==> src/rtl/stream_perm_pkg.sv <==
package stream_perm_pkg;
  localparam int MAX_BITS = 16;

  // Rotate the low n bits of v left by amt; bits at or above n are zero.
  function automatic logic [MAX_BITS-1:0] rotl_bits(input logic [MAX_BITS-1:0] v,
                                                    input int n, input int amt);
    logic [MAX_BITS-1:0] r;
    r = '0;
    for (int i = 0; i < MAX_BITS; i++) begin
      if (i < n) r[(i + amt) % n] = v[i];
    end
    return r;
  endfunction

  // Advance a rotation phase by step, modulo n.
  function automatic int next_phase(input int ph, input int step, input int n);
    int s;
    s = ph + step;
    if (s >= n) s = s - n;
    return s;
  endfunction
endpackage

==> src/rtl/perm_addr_gen.sv <==
module perm_addr_gen #(
  parameter int LOG = 3,
  parameter int ROT = 1
) (
  input  logic           clk,
  input  logic           rst_n,
  input  logic           step,
  output logic [LOG-1:0] word_idx,
  output logic [LOG-1:0] addr,
  output logic           primed
);
  import stream_perm_pkg::*;

  localparam int PW   = $clog2(LOG) + 1;
  localparam int RSTP = ROT % LOG;

  logic [PW-1:0] phase;
  logic          last_word;

  assign last_word = (word_idx == {LOG{1'b1}});
  assign addr      = LOG'(rotl_bits(MAX_BITS'(word_idx), LOG, int'(phase)));

  always_ff @(posedge clk) begin
    if (!rst_n) begin
      word_idx <= '0;
      phase    <= '0;
      primed   <= 1'b0;
    end else if (step) begin
      word_idx <= word_idx + 1'b1;
      if (last_word) begin
        phase  <= PW'(next_phase(int'(phase), RSTP, LOG));
        primed <= 1'b1;
      end
    end
  end
endmodule

==> src/rtl/perm_spram.sv <==
module perm_spram #(
  parameter int WIDTH = 16,
  parameter int DEPTH = 8
) (
  input  logic                     clk,
  input  logic                     en,
  input  logic [$clog2(DEPTH)-1:0] addr,
  input  logic [WIDTH-1:0]         wdata,
  output logic [WIDTH-1:0]         rdata
);
  logic [WIDTH-1:0] mem [DEPTH];

  // One port: old contents leave while new contents arrive at the same address.
  always_ff @(posedge clk) begin
    if (en) begin
      rdata     <= mem[addr];
      mem[addr] <= wdata;
    end
  end
endmodule

==> src/rtl/stream_perm_inplace.sv <==
module stream_perm_inplace #(
  parameter int WIDTH = 16,
  parameter int LOG   = 3,
  parameter int ROT   = 1
) (
  input  logic             clk,
  input  logic             rst_n,
  input  logic             in_valid,
  input  logic [WIDTH-1:0] in_data,
  output logic             out_valid,
  output logic             out_first,
  output logic [WIDTH-1:0] out_data
);
  localparam int S2 = 1 << LOG;

  logic [LOG-1:0] word_idx;
  logic [LOG-1:0] mem_addr;
  logic           primed;
  logic           emit;

  assign emit = in_valid && primed;

  perm_addr_gen #(.LOG(LOG), .ROT(ROT)) u_agen (
    .clk      (clk),
    .rst_n    (rst_n),
    .step     (in_valid),
    .word_idx (word_idx),
    .addr     (mem_addr),
    .primed   (primed)
  );

  perm_spram #(.WIDTH(WIDTH), .DEPTH(S2)) u_mem (
    .clk   (clk),
    .en    (in_valid),
    .addr  (mem_addr),
    .wdata (in_data),
    .rdata (out_data)
  );

  always_ff @(posedge clk) begin
    if (!rst_n) begin
      out_valid <= 1'b0;
      out_first <= 1'b0;
    end else begin
      out_valid <= emit;
      out_first <= emit && (word_idx == '0);
    end
  end
endmodule

==> config.mk <==
export PLATFORM = sky130hd
export DESIGN_NAME = stream_perm_inplace
export DESIGN_NICKNAME = d
export VERILOG_FILES = /design/src/rtl/stream_perm_pkg.sv /design/src/rtl/perm_addr_gen.sv /design/src/rtl/perm_spram.sv /design/src/rtl/stream_perm_inplace.sv
export SDC_FILE = /design/constraint.sdc
export NUM_CORES = 1
export LEC_CHECK = 0
export BUFFER_PORTS_ARGS = -buffer_cell sky130_fd_sc_hd__buf_2
export CELL_PAD_IN_SITES_DETAIL_PLACEMENT = 0
export CELL_PAD_IN_SITES_GLOBAL_PLACEMENT = 1
export CORE_MARGIN = 4
export CORE_UTILIZATION = 35
export DETAILED_ROUTE_END_ITERATION = 8
export GPL_ROUTABILITY_DRIVEN = 0
export PLACE_DENSITY = 0.63
export RECOVER_POWER = 50
export SLEW_MARGIN = 20
export SYNTH_ARGS = -nofsm -noshare
export SYNTH_HDL_FRONTEND = slang
export SYNTH_HIERARCHICAL = 1
export SYNTH_SLANG_ARGS = --single-unit
==> constraint.sdc <==
create_clock -name clk -period 6.3 [get_ports clk]
set_input_delay 0.63 -clock clk [delete_from_list [all_inputs] [get_ports clk]]
set_output_delay 0.63 -clock clk [all_outputs]
set_load 0.01 [all_outputs]
==> summary.md <==
| Metric | Value |
|---|---|
| Status | `finished clean` |
| Final hold violations | `0` |
| Drt drc | `0` |
| Fin crit share | `0.935` |
| Reg2Reg Setup Slack | `0.41 ns` |
| DRT Wirelength | `14700 µm` |
| First-pass GRT wire length | `23000 µm` |
| DR pass1 iterations | `4` |
| Finish-stage setup viols | `0` |
| Layout area overhead | `16.1%` |
| Post-Syn Instances | `between 400 and 500` |
| Max Slew Vio Count | `0` |
| WL met2 | `7370 µm` |
| Crit path launch type | `register` |
| Clock slew seen by the registers of the worst setup and hold paths | `0.06 ns` |
| Mapped Avg Cell Area | `approximately 15 µm²` |
| Syn. warnings | `6` |
| HP Class | `register to register` |
| Highest Clock Rate | `approximately 170 MHz` |
| CP endpoint kind | `register` |
| Drt wl/cell | `18.4 µm` |
| CTS tree | `built` |
| Antenna Nets Post-Route | `0` |
| Critical Path AT | `slightly above 6 ns` |
| Die ar. | `between 20000 and 25000 µm²` |
| Final HPWL DP | `roughly 9700 µm` |
| Seq/Total Area, Yosys | `0.631` |
| Ant diodes | `0` |
| EDFF count, synth | `144` |
| I/O pin count | `37` |
| Mapped Area | `about 7100 µm²` |
| P_leak | `just under 3 nW` |
| Clock network fraction of design power | `0.426` |
| Starting Density | `0.361` |
| Register area | `4510 µm²` |
| Setup TNS | `0 ns` |
| Pre-CTS setup slack | `0.376 ns` |
| Top cell type by total area after synthesis | `edfxtp_1` |
| Worst clock skew | `0.00971 ns` |
| Internal Power | `0.00181 W` |
| Synth Register Bits | `153` |
| Top-area cell type share of the netlist area | `0.606` |
| Hold-fix buffer count after cts | `0` |
| Worst skew pair latency | `0.42 ns` |
| Synth cell types | `58` |
| Worst reg2reg path depth | `20` |
| CP required | `about 6.5 ns` |
| Max FO, Critical Path | `32` |
| Clock Tree Buf Depth | `2` |
| Sequential share of power | `0.506` |
| Initial DRC count | `165` |
| Via/cell ratio | `5.25` |
| Syn Nets | `504` |
| Filler Cells Inserted | `1819` |
| Multi-input logic area | `2440 µm²` |
| Psw | `0.000492 W` |
| Root buffer cell | `clkbuf_16` |
| Clk sinks | `153` |
| Nets | `563` |
| Top cells by instance count after synthesis | `edfxtp_1 (144), mux2_2 (28), ha_1 (23), nand2_1 (23), o21ai_0 (21)` |
| Worst r2r src | `u_agen/phase[2]` |
| WS Path Type | `register to register` |
| Layout cell share with drive strength beyond 1 | `0.228` |
| Wire length on met3 | `604 µm` |
| Vias in the first global route | `4087` |
| Hold depth | `2` |
| Hold worst-path end | `u_agen/primed` |
| Total grt overflow | `0` |
| Combinational share of power | `0.068` |
| Height of the die | `around 150 µm` |
| Final setup margin | `0.408 ns` |
| Minimum period implied by the final worst setup slack | `between 5 and 6 ns` |
| Top Layer Used | `met4` |
| CTS Buf Count | `17` |
| Detailed-routing wirelength on met1 | `about 6500 µm` |
| Slew @ Worst Pin | `0.691 ns` |
| Relative slew slack | `0.539` |
| Cell with the most instances after synthesis | `edfxtp_1` |
| Core area | `~20000 µm²` |
| Top FF cell, synth | `edfxtp_1` |
| Pwr dens | `277 nW/µm²` |
| RSZ-0062 raised after global routing | `no` |
| All-Layer GR Usage | `0.135` |
| Port buffer count | `36` |
| Worst vdd ir | `0.176 mV` |
| R2r endpoint | `u_mem/rdata[12]` |
| Sw Share | `0.214` |
| Row count | `just over 50` |
| Number of max-cap violations | `0` |
| H-tree depth | `4` |
| Post-synth ARST share | `0` |
| Largest net degree at the start of global routing | `33` |
| Vias | `4195` |
| Hold path start | `u_agen/primed` |
| Synth top area cells | `edfxtp_1 (61%), mux4_1 (5.5%), mux2_2 (4.4%)` |
| Antenna violations before repair | `0` |
| Post-Route Hold Slack | `around 0.48 ns` |
| Die Wd | `151 µm` |
critical path, stage by stage (launching register included):
cell and delay, ns:
dfxtp_1 0.58, ha_1 0.25, and2_1 0.26, nor2_1 0.08
ha_1 0.22, ha_1 0.20, a31oi_1 0.37, nand2_1 0.20
xnor2_1 0.34, ha_1 0.39, nand2_1 0.11, a211oi_1 0.23
a211oi_1 0.08, nand4b_1 0.11, o211ai_1 0.10, nor4bb_1 0.36
mux2_2 0.37, mux2_2 0.40, buf_12 0.24, mux4_1 0.46
mux2_2 0.28
state kept, by name, summed over array words and instances, names as in the netlist:
register and count:
out_valid 1, u_agen/phase 3, u_agen/word_idx 3, u_mem/rdata 16
u_agen/primed 1, u_mem/mem 128, out_first 1
logic make-up (layout without fill, tap and decap cells):
logic type / Yosys count / count (layout) / synth area share
flip-flops: 153 / 153 / 0.631
AND/OR/NAND/NOR: 106 / 106 / 0.0815
AO/OA/AOI/OAI: 79 / 79 / 0.0752
multiplexers: 57 / 57 / 0.135
buffers and inverters: 35 / 107 / 0.0254
adder cells (fa/ha/maj): 23 / 23 / 0.0403
XOR/XNOR: 9 / 9 / 0.0121
layout make-up:
type	count	share of cell area
Tap cell	265	0.0400
Clock inverter	15	0.0181
Clock buffer	17	0.0513
Sequential cell	153	0.543
Inverter	14	0.00634
Multi-Input combinational cell	274	0.295
Timing Repair Buffer	61	0.0462
placed cells by master, fill, tap and decap left out, drive strengths merged, types with 5 or more instances in the layout:
master	n
mux2	28
o211ai	7
dfxtp	9
clkbuf	35
nor2b	10
xnor2	6
mux2i	5
nor2	19
a31oi	7
clkinv	8
nand3	9
edfxtp	144
inv	17
mux4	24
and3	6
nor3	14
a21oi	11
a211oi	7
buf	43
nand2	23
nor4b	6
o21ai	21
ha	23
worst max path at each step:
stage | endpoint | start
final | u_mem/rdata[12] | u_agen/phase[2]
after global routing | u_mem/rdata[11] | u_agen/phase[2]
after CTS | u_mem/rdata[2] | u_agen/phase[1]
after detailed placement | u_mem/rdata[2] | u_agen/phase[1]
after global placement | u_mem/mem[0][13] | u_agen/phase[1]
after floorplan | u_mem/mem[0][0] | u_agen/phase[1]
power by group through the flow:
stage          sequential, W  combinational, W  clock, W
2_1_floorplan        0.00119         0.0000931         0
3_3_place_gp         0.00119          0.000158         0
3_5_place_dp         0.00119          0.000161         0
4_1_cts              0.00116          0.000162   0.00100
5_1_grt              0.00117          0.000171   0.00105
6_report             0.00116          0.000157  0.000980
what timing repair did:
item | in CTS | in global routing
setup buffers | 0 | 0
endpoints found under the hold margin | 0 | 0
setup endpoints to repair | 0 | 46
resized for setup | 0 | 1
per-stage QoR:
step / instances / power, W / instance area [µm²] / util
after floorplan: 462 / 0.00128 / 7140 / -
after global placement: 767 / 0.00134 / 7760 / 0.392
after detailed placement: 767 / 0.00135 / 7760 / 0.392
after CTS: 799 / 0.00233 / 8330 / 0.421
after global routing: 799 / 0.00239 / 8290 / 0.419
final: 799 / 0.00230 / 8290 / 0.419
layer usage:
| layer | vias to the layer above | GRT usage |
|---|---|---|
| li1 | 1962 | - |
| met1 | 2127 | 0.172 |
| met2 | 89 | 0.227 |
| met3 | 17 | 0.0326 |
| met4 | 0 | 0.0440 |
| met5 | - | 0 |
(Power assumes the default switching activity.)
